==> src/rtl/vhp_pkg.sv <==
package vhp_pkg;

  // Host register indices; 5 and 7 mirror 4 and 6
  typedef enum logic [2:0] {
    IX_CMD    = 3'd0,
    IX_PARAM  = 3'd1,
    IX_SETUP  = 3'd2,
    IX_WINDOW = 3'd3,
    IX_ALO    = 3'd4,
    IX_ALO_M  = 3'd5,
    IX_AHI    = 3'd6,
    IX_AHI_M  = 3'd7
  } host_ix_e;

  typedef enum logic [1:0] {
    ARB_IDLE = 2'd0,
    ARB_PEND = 2'd1,
    ARB_CAPT = 2'd2
  } arb_st_e;

  localparam int SETUP_STEP = 0;
  localparam int SETUP_WIDE = 1;
  localparam int SETUP_FLIP = 2;
  localparam int SETUP_SHOW = 7;

endpackage

==> src/rtl/vhp_sync.sv <==
module vhp_sync #(
  parameter int          W       = 3,
  parameter int          STAGES  = 2,
  parameter logic [W-1:0] RST_VAL = '1
) (
  input  logic         clk,
  input  logic         rst,
  input  logic [W-1:0] d,
  output logic [W-1:0] q
);

  logic [W-1:0] chain [STAGES];

  always_ff @(posedge clk) begin
    if (rst) chain[0] <= RST_VAL;
    else     chain[0] <= d;
  end

  for (genvar i = 1; i < STAGES; i++) begin : g_stage
    always_ff @(posedge clk) begin
      if (rst) chain[i] <= RST_VAL;
      else     chain[i] <= chain[i-1];
    end
  end

  assign q = chain[STAGES-1];

endmodule

==> src/rtl/vhp_arb.sv <==
module vhp_arb
  import vhp_pkg::*;
#(
  parameter int DATA_W = 8,
  parameter int MEM_AW = 17
) (
  input  logic              clk,
  input  logic              rst,
  input  logic              req,
  input  logic              req_we,
  input  logic [MEM_AW-1:0] req_addr,
  input  logic [DATA_W-1:0] req_wdata,
  input  logic              disp_req,
  output logic              host_mem_en,
  output logic              mem_we,
  output logic [MEM_AW-1:0] mem_addr,
  output logic [DATA_W-1:0] mem_wdata,
  output logic              pend,
  output logic              capt,
  output logic              idle
);

  arb_st_e           st;
  logic              we_q;
  logic [MEM_AW-1:0] addr_q;
  logic [DATA_W-1:0] wdata_q;

  // Host gets the port only in a cycle the display leaves free
  assign pend        = (st == ARB_PEND);
  assign capt        = (st == ARB_CAPT);
  assign idle        = (st == ARB_IDLE);
  assign host_mem_en = pend & ~disp_req;
  assign mem_we      = we_q;
  assign mem_addr    = addr_q;
  assign mem_wdata   = wdata_q;

  always_ff @(posedge clk) begin
    if (rst) begin
      st      <= ARB_IDLE;
      we_q    <= 1'b0;
      addr_q  <= '0;
      wdata_q <= '0;
    end else begin
      unique case (st)
        ARB_IDLE: if (req) begin
          st      <= ARB_PEND;
          we_q    <= req_we;
          addr_q  <= req_addr;
          wdata_q <= req_wdata;
        end
        ARB_PEND: if (!disp_req) st <= we_q ? ARB_IDLE : ARB_CAPT;
        ARB_CAPT: st <= ARB_IDLE;
        default:  st <= ARB_IDLE;
      endcase
    end
  end

endmodule

==> src/rtl/vram_host_port.sv <==
module vram_host_port
  import vhp_pkg::*;
#(
  parameter  int DATA_W      = 8,
  parameter  int SYNC_STAGES = 2,
  localparam int ADDR_W      = 2 * DATA_W,
  localparam int MEM_AW      = ADDR_W + 1
) (
  input  logic              clk,
  input  logic              rst,
  input  logic [2:0]        bus_addr,
  input  logic [DATA_W-1:0] bus_din,
  output logic [DATA_W-1:0] bus_dout,
  input  logic              bus_sel_n,
  input  logic              bus_rd_n,
  input  logic              bus_wr_n,
  output logic              bus_wait_n,
  output logic              ctl_wr,
  output logic              ctl_rd,
  output logic              ctl_a0,
  output logic [DATA_W-1:0] ctl_wdata,
  input  logic [DATA_W-1:0] ctl_rdata,
  output logic              cfg_wide,
  output logic              cfg_dbuf,
  output logic              cfg_disp_sel,
  input  logic              disp_req,
  output logic              host_mem_en,
  output logic              mem_we,
  output logic [MEM_AW-1:0] mem_addr,
  output logic [DATA_W-1:0] mem_wdata,
  input  logic [DATA_W-1:0] mem_rdata
);

  logic [2:0]        strb_s;
  logic              rd_act, wr_act, rd_act_q, wr_act_q;
  logic              rd_go, wr_go, acc_end;
  logic              step_en, acc_vram_q;
  logic [ADDR_W-1:0] vaddr_q;
  logic              addr_byte_wr;
  logic              arb_req, arb_pend, arb_capt, arb_idle;
  logic [MEM_AW-1:0] req_addr;
  host_ix_e          ix;

  vhp_sync #(.W(3), .STAGES(SYNC_STAGES), .RST_VAL(3'b111)) u_sync (
    .clk (clk),
    .rst (rst),
    .d   ({bus_sel_n, bus_rd_n, bus_wr_n}),
    .q   (strb_s)
  );

  assign ix      = host_ix_e'(bus_addr);
  assign rd_act  = ~strb_s[2] & ~strb_s[1];
  assign wr_act  = ~strb_s[2] & ~strb_s[0];
  assign rd_go   = rd_act & ~rd_act_q;
  assign wr_go   = wr_act & ~wr_act_q;
  assign acc_end = (rd_act_q | wr_act_q) & ~(rd_act | wr_act);

  assign addr_byte_wr = wr_go & bus_addr[2];
  assign arb_req      = (rd_go | wr_go) & (ix == IX_WINDOW);
  assign req_addr     = {cfg_dbuf & ~cfg_disp_sel, vaddr_q};
  assign bus_wait_n   = arb_idle;

  always_ff @(posedge clk) begin
    if (rst) begin
      rd_act_q     <= 1'b0;
      wr_act_q     <= 1'b0;
      step_en      <= 1'b0;
      cfg_wide     <= 1'b0;
      cfg_dbuf     <= 1'b0;
      cfg_disp_sel <= 1'b0;
      vaddr_q      <= '0;
      acc_vram_q   <= 1'b0;
      ctl_wr       <= 1'b0;
      ctl_rd       <= 1'b0;
      ctl_a0       <= 1'b0;
      ctl_wdata    <= '0;
      bus_dout     <= '0;
    end else begin
      rd_act_q <= rd_act;
      wr_act_q <= wr_act;
      ctl_wr   <= 1'b0;
      ctl_rd   <= 1'b0;
      if (rd_go | wr_go) acc_vram_q <= (ix == IX_WINDOW);
      if (wr_go) begin
        unique case (ix)
          IX_CMD, IX_PARAM: begin
            ctl_wr    <= 1'b1;
            ctl_a0    <= bus_addr[0];
            ctl_wdata <= bus_din;
          end
          IX_SETUP: begin
            step_en      <= bus_din[SETUP_STEP];
            cfg_wide     <= bus_din[SETUP_WIDE];
            cfg_dbuf     <= bus_din[SETUP_FLIP];
            cfg_disp_sel <= bus_din[SETUP_SHOW];
          end
          IX_ALO, IX_ALO_M: vaddr_q[DATA_W-1:0]      <= bus_din;
          IX_AHI, IX_AHI_M: vaddr_q[ADDR_W-1:DATA_W] <= bus_din;
          default: ;
        endcase
      end
      if (rd_go) begin
        unique case (ix)
          IX_CMD, IX_PARAM: begin
            ctl_rd   <= 1'b1;
            ctl_a0   <= bus_addr[0];
            bus_dout <= ctl_rdata;
          end
          IX_WINDOW: ;
          default:  bus_dout <= '0;
        endcase
      end
      if (arb_capt) bus_dout <= mem_rdata;
      if (acc_end && acc_vram_q && step_en) vaddr_q <= vaddr_q + 1'b1;
    end
  end

  vhp_arb #(.DATA_W(DATA_W), .MEM_AW(MEM_AW)) u_arb (
    .clk         (clk),
    .rst         (rst),
    .req         (arb_req),
    .req_we      (wr_go),
    .req_addr    (req_addr),
    .req_wdata   (bus_din),
    .disp_req    (disp_req),
    .host_mem_en (host_mem_en),
    .mem_we      (mem_we),
    .mem_addr    (mem_addr),
    .mem_wdata   (mem_wdata),
    .pend        (arb_pend),
    .capt        (arb_capt),
    .idle        (arb_idle)
  );

endmodule

==> config.mk <==
export PLATFORM = sky130hd
export DESIGN_NAME = vram_host_port
export DESIGN_NICKNAME = d
export VERILOG_FILES = /design/src/rtl/vhp_pkg.sv /design/src/rtl/vhp_sync.sv /design/src/rtl/vhp_arb.sv /design/src/rtl/vram_host_port.sv
export SDC_FILE = /design/constraint.sdc
export NUM_CORES = 1
export LEC_CHECK = 0
export BUFFER_PORTS_ARGS = -buffer_cell sky130_fd_sc_hd__buf_2
export CAP_MARGIN = 30
export CELL_PAD_IN_SITES_DETAIL_PLACEMENT = 0
export CELL_PAD_IN_SITES_GLOBAL_PLACEMENT = 2
export CORE_ASPECT_RATIO = 0.8
export CORE_MARGIN = 2
export CORE_UTILIZATION = 31
export DETAILED_ROUTE_END_ITERATION = 10
export PLACE_DENSITY_LB_ADDON = 0.3
export SYNTH_ARGS = -nofsm -noshare
export SYNTH_HDL_FRONTEND = slang
export SYNTH_SLANG_ARGS = --single-unit
==> constraint.sdc <==
create_clock -name clk -period 2 [get_ports clk]
set_input_delay 0.2 -clock clk [delete_from_list [all_inputs] [get_ports clk]]
set_output_delay 0.2 -clock clk [all_outputs]
set_load 0.005 [all_outputs]
==> flow_summary.ini, run 1 <==
[logic_synthesis]
synth_area_mm2 = 0.00322
mappedNetlistNets = 382
synth-main-ff-cell = dfxtp_1
avgSynthCellArea_um2 = 9.27
netlist_instances = 348
synth-edff-count = 0
yosys_warnings = 0
synth_seq_cells = 76
ys_seq_area_share_pct = 47.2
synthArstFlopShare_pct = 0
synth_top_cell_by_area = dfxtp_1
yosys.area.top_type_share_pct = 47.2
synth.area.top_cells = dfxtp_1 47%, mux2i_1 9.3%, nor2_1 5.4%
synth.distinct_cells = 47

[timing]
skew_ps = 7.71
period_needed_ps = 1780
rsz0062_at_grt = no
finalWorstSetupSlack_ps = 222
tightest_slew_ps = 714
maxSlewHeadroom_pct = 52.2
tns_ps = 0
finalCritPeriodShare_pct = 88.9
slew_viol_final = 0
setup_violations = 0
clock.fmax_mhz = 563
finalHoldViolations = 0

[floorplan]
die_x_um = 118
start_util_pct = 31.6
ios = 83
die_area_mm2 = 0.0112
die_y_um = 95.2
rows = 33
coreArea_mm2 = 0.0102

[setup_path]
start_kind = flop
r2r_end = vaddr_q[12]$_SDFFE_PP0P_
critPathRequiredTime_ps = 2260
crit_type = flop to flop
reg2reg_depth = 5
worstReg2RegStart = vaddr_q[1]$_SDFFE_PP0P_
path_max_fanout = 6
ff2ff_setup_slack_ps = 220
critPathCaptureType = flop
critPathArrivalTime_ps = 2040

[cells_and_area]
n_antenna_cell = 0
final_nets = 468
layout_common_cells = 82 x buf_2, 76 x dfxtp_1, 46 x nor2_1
areaGrowthSynthToFinish_pct = 27.1
final_common_cell = buf_2
drive_gt1_share_pct = 28.0

[detailed_routing]
wire_per_inst_um = 15.4
num_vias = 2875
wirelength_um = 8870
ant_nets = 0
drc = 0
drt_iter0_markers = 159
first_pass_iters = 4
vias_per_cell = 4.99

[grt]
grt.total_usage_pct = 16.4
grt_overflow = 0
grt_pass1_vias = 2695
antenna_found_initial = 0
grt_pass1_wl_um = 14200
grt_max_degree = 34

[power_and_ir_drop]
ir_drop_uv = 400
leakage_nw = 1.62
powerDensity_mw_per_mm2 = 786

[clocking]
ctsHoldBuffers = 0
cts_tree = built
cts-root-buf = clkbuf_16
clock-sinks = 76
clk_pin_slew_ps = 60
cts_resized = 0
postCtsSetupBuffers = 0
htreeDepth = 3
numCtsBuffers = 9
cts_buffer_depth = 2
clk_latency_ps = 330

[placed_design]
place_ws_ps = 229
io_buffers = 82
place.gp.congestion = 0.768
dpl.hpwl_um = 6370

[worst_hold_path]
min_path_type = primary input to flop
holdPathStages = 2
hold_path_end = u_sync.chain[0][1]$_SDFF_PP1_
min_from = bus_rd_n

[run_status]
status = finished clean

[job]
drv_cap = 0
power by group:
part,leakage [nW],internal (mW),switching [mW]
clock,0.140,0.973,0.585
combinational,0.866,0.0508,0.0772
sequential,0.614,1.52,0.00882
critical path, cell delays in order, from the launching register on:
cell and delay, ps:
dfxtp_1 450, ha_1 260, and3_1 260, nand3_1 170, or4_1 440, a31oi_1 130
cell usage after synthesis, drive strengths merged, types with 2 or more instances:
library cell,n
o211ai,4
a2bb2oi,3
nand3b,2
and4,2
a32oi,4
o21ai,4
buf,12
clkbuf,9
or2,7
nor3b,2
nand2,26
nand2b,2
a31oi,12
mux2i,30
nand4,7
or4,5
and2,4
nor3,16
nor4,3
a21oi,17
or3,3
nor2b,2
a22oi,6
dfxtp,76
a221oi,8
nand3,16
o311ai,3
inv,4
nor2,46
worst max-delay path by stage:
stage	start	end	slack (ps)	cells past startpoint
after floorplan	rd_act_q$_SDFF_PP0_	u_arb.mem_addr[10]$_SDFFE_PP0P_	480	6
after global placement	vaddr_q[0]$_SDFFE_PP0P_	vaddr_q[12]$_SDFFE_PP0P_	260	5
after detailed placement	vaddr_q[1]$_SDFFE_PP0P_	vaddr_q[14]$_SDFFE_PP0P_	230	5
after CTS	vaddr_q[1]$_SDFFE_PP0P_	vaddr_q[14]$_SDFFE_PP0P_	230	5
after global routing	vaddr_q[1]$_SDFFE_PP0P_	vaddr_q[12]$_SDFFE_PP0P_	100	5
final	vaddr_q[1]$_SDFFE_PP0P_	vaddr_q[12]$_SDFFE_PP0P_	220	5
per-layer routing:
| metal | global-route usage (%) | share of wire [%] | vias to the layer above |
|---|---|---|---|
| met1 | 23.4 | 53 | 1347 |
| met2 | 23.9 | 41 | 66 |
| met3 | 4.31 | 4.1 | 13 |
| met4 | 5.12 | 1.3 | 0 |
| li1 | - | - | 1449 |
| met5 | 0 | 0 | - |
per-stage QoR:
step           power [mW]  std cells  utilization, %  area [um^2]  hold WS [ps]
6_report             3.22        576            40.2         4100          53.4
5_1_grt              3.33        576            40.2         4100          49.4
4_1_cts              3.27        576            40.2         4100          43.7
3_5_place_dp         1.70        563            37.5         3820           387
3_3_place_gp         1.70        563            37.5         3820           391
2_1_floorplan        1.62        348               -         3220           304
cell families after synthesis:
family | Yosys count | share of synthesized area (%)
fa+ha+maj | 1 | 0.388
compound gates | 68 | 15.4
buf+inv | 25 | 4.19
flops | 76 | 47.2
mux | 30 | 9.31
simple gates | 148 | 23.5
flip-flops by register name, summed over array words and instances (netlist names), 2 cells and up, named ones only:
signal,flops
u_arb.mem_addr,17
vaddr_q,16
bus_dout,8
u_arb.st,2
u_sync.chain,6
ctl_wdata,8
u_arb.mem_wdata,8
final cells by class:
class / instances / area [um^2]
Timing Repair Buffer: 96 / 541
Inverter: 4 / 15.0
Clock buffer: 10 / 239
Fill cell: 1058 / 6100
Tap cell: 140 / 175
Sequential cell: 76 / 1520
Clock inverter: 3 / 40.0
Multi-Input combinational cell: 247 / 1570
Power figures use the tool's default switching activity.
==> run 2: changes to the inputs <==
PLACE_DENSITY_LB_ADDON = 0.1   (was 0.3)
==> run 2 against run 1 <==
Compared with the run above: sequential power is essentially flat; wire length grew 2.7%; clock power increased by 21%; utilization grew 0.92 points; sequential cell count unchanged; sequential share of layout area fell by 0.83 points; critical path type unchanged; final cell count rose by 1.0%; combinational power is essentially flat; register-to-register slack gained 50 ps.
==> flow_summary.ini, run 2 (synthesized netlist as in run 1, its figures left out) <==
[detailed_routing]
wirelength_um = 9110
wire_per_inst_um = 15.7
num_vias = 2876
drt_iter0_markers = 149
ant_nets = 0
first_pass_iters = 4
drc = 0
vias_per_cell = 4.94

[setup_path]
crit_buf_inv = 0
crit_chain = nor4b_2 > a22oi_1 > a32oi_1 > a31oi_1
critPathArrivalTime_ps = 1950
cp_slowest_cell = nor4b_2
max_stage_delay_ps = 510
path_max_fanout = 9
crit_type = flop to flop
critical_path.top_delay_family = compound AO/OA/AOI/OAI gates
critPathCaptureType = flop
start_kind = flop
critPathRequiredTime_ps = 2220

[timing]
finalWorstSetupSlack_ps = 268
whs_ps = 41.0
setup_violations = 0
rsz0062_at_grt = no
tns_ps = 0
finalCritPeriodShare_pct = 86.6
slew_viol_final = 0
skew_ps = 5.05
period_needed_ps = 1730
finalHoldViolations = 0
tightest_slew_ps = 737
clock.fmax_mhz = 577
maxSlewHeadroom_pct = 50.9

[cells_and_area]
areaGrowthSynthToFinish_pct = 30.0
layout_common_cells = 82 x buf_2, 76 x dfxtp_1, 46 x nor2_1
final_common_cell = buf_2
drive_gt1_share_pct = 29.0
n_antenna_cell = 0
final_cell_area_mm2 = 0.00419
final_nets = 471
largest_reg_flops = 17
stdcell_count = 582

[placed_design]
place_area_mm2 = 0.00384
place_ws_ps = 283
place.gp.congestion = 0.821
dpl.hpwl_um = 6430
io_buffers = 82
dp.cells = 566

[power_and_ir_drop]
leakage_nw = 1.66
p_int_mw = 2.83
clkPwrFrac_pct = 53.2
ir_drop_uv = 443
p_comb_share_pct = 3.6
switching_share_pct = 20.5
powerDensity_mw_per_mm2 = 848
switching_power_uw = 727
p_seq_share_pct = 43.1

[clocking]
clk_pin_slew_ps = 60
postCtsSetupBuffers = 0
cts_resized = 0
cts_tree = built
cts_buffer_depth = 2
ctsHoldBuffers = 0
numCtsBuffers = 9
clk_latency_ps = 340
htreeDepth = 3
cts-root-buf = clkbuf_16
clock-sinks = 76

[grt]
antenna_found_initial = 0
grt_max_degree = 28
grt_pass1_wl_um = 14500
grt_overflow = 0
grt.total_usage_pct = 16.8
grt_pass1_vias = 2593

[floorplan]
coreArea_mm2 = 0.0102
die_x_um = 118
die_area_mm2 = 0.0112
die_y_um = 95.2
rows = 33
ios = 83
start_util_pct = 31.6

[job]
drv_cap = 0

[worst_hold_path]
min_path_type = primary input to flop

[run_status]
status = finished clean
==> run 2: changes by cell type in the layout (fill, tap and decap cells not counted) <==
cell / change
buf_4: +3
bufinv_16: +2
clkinv_2: -1
clkinv_4: +1
clkinvlp_4: +1
==> run 2: final timing paths <==
| check | from | end | slack (ps) | cells after the start |
|---|---|---|---|---|
| worst max-delay path | u_sync.chain[1][2]$_SDFF_PP1_ | vaddr_q[13]$_SDFFE_PP0P_ | 270 | 4 |
| worst min-delay path | bus_rd_n | u_sync.chain[0][1]$_SDFF_PP1_ | 40 | 2 |
| worst max register to register | u_sync.chain[1][2]$_SDFF_PP1_ | vaddr_q[13]$_SDFFE_PP0P_ | 270 | 4 |
| worst min register to register | u_sync.chain[0][1]$_SDFF_PP1_ | u_sync.chain[1][1]$_SDFF_PP1_ | 410 | 1 |
==> run 2: metrics by stage <==
step / util (%) / power, mW
detailed placement: 37.7 / 1.70
floorplan: - / 1.62
CTS: 41.1 / 3.61
finish: 41.1 / 3.55
global route: 41.1 / 3.68
global placement: 37.7 / 1.70
==> run 2: layout make-up <==
type                            count  area [um^2]
Tap cell                          140          175
Timing Repair Buffer               99          563
Inverter                            4         15.0
Clock inverter                      6          111
Fill cell                        1068         6010
Multi-Input combinational cell    247         1570
Clock buffer                       10          239
Sequential cell                    76         1520
==> run 2: routing by layer <==
layer	routed length, um	part of all wire (%)	GRT usage [%]	vias up
met4	155	1.7	6.43	0
met5	0	0	0	-
li1	-	-	-	1460
met2	3930	43	24.7	83
met1	4560	50	23.3	1320
met3	470	5.2	4.84	13
==> run 2: power groups by stage <==
stage               clock (mW)  combinational (mW)  sequential (mW)
global placement             0               0.133             1.57
detailed placement           0               0.132             1.57
CTS                       1.95               0.133             1.53
global route              2.00               0.143             1.53
finish                    1.89               0.129             1.53
floorplan                    0              0.0525             1.56
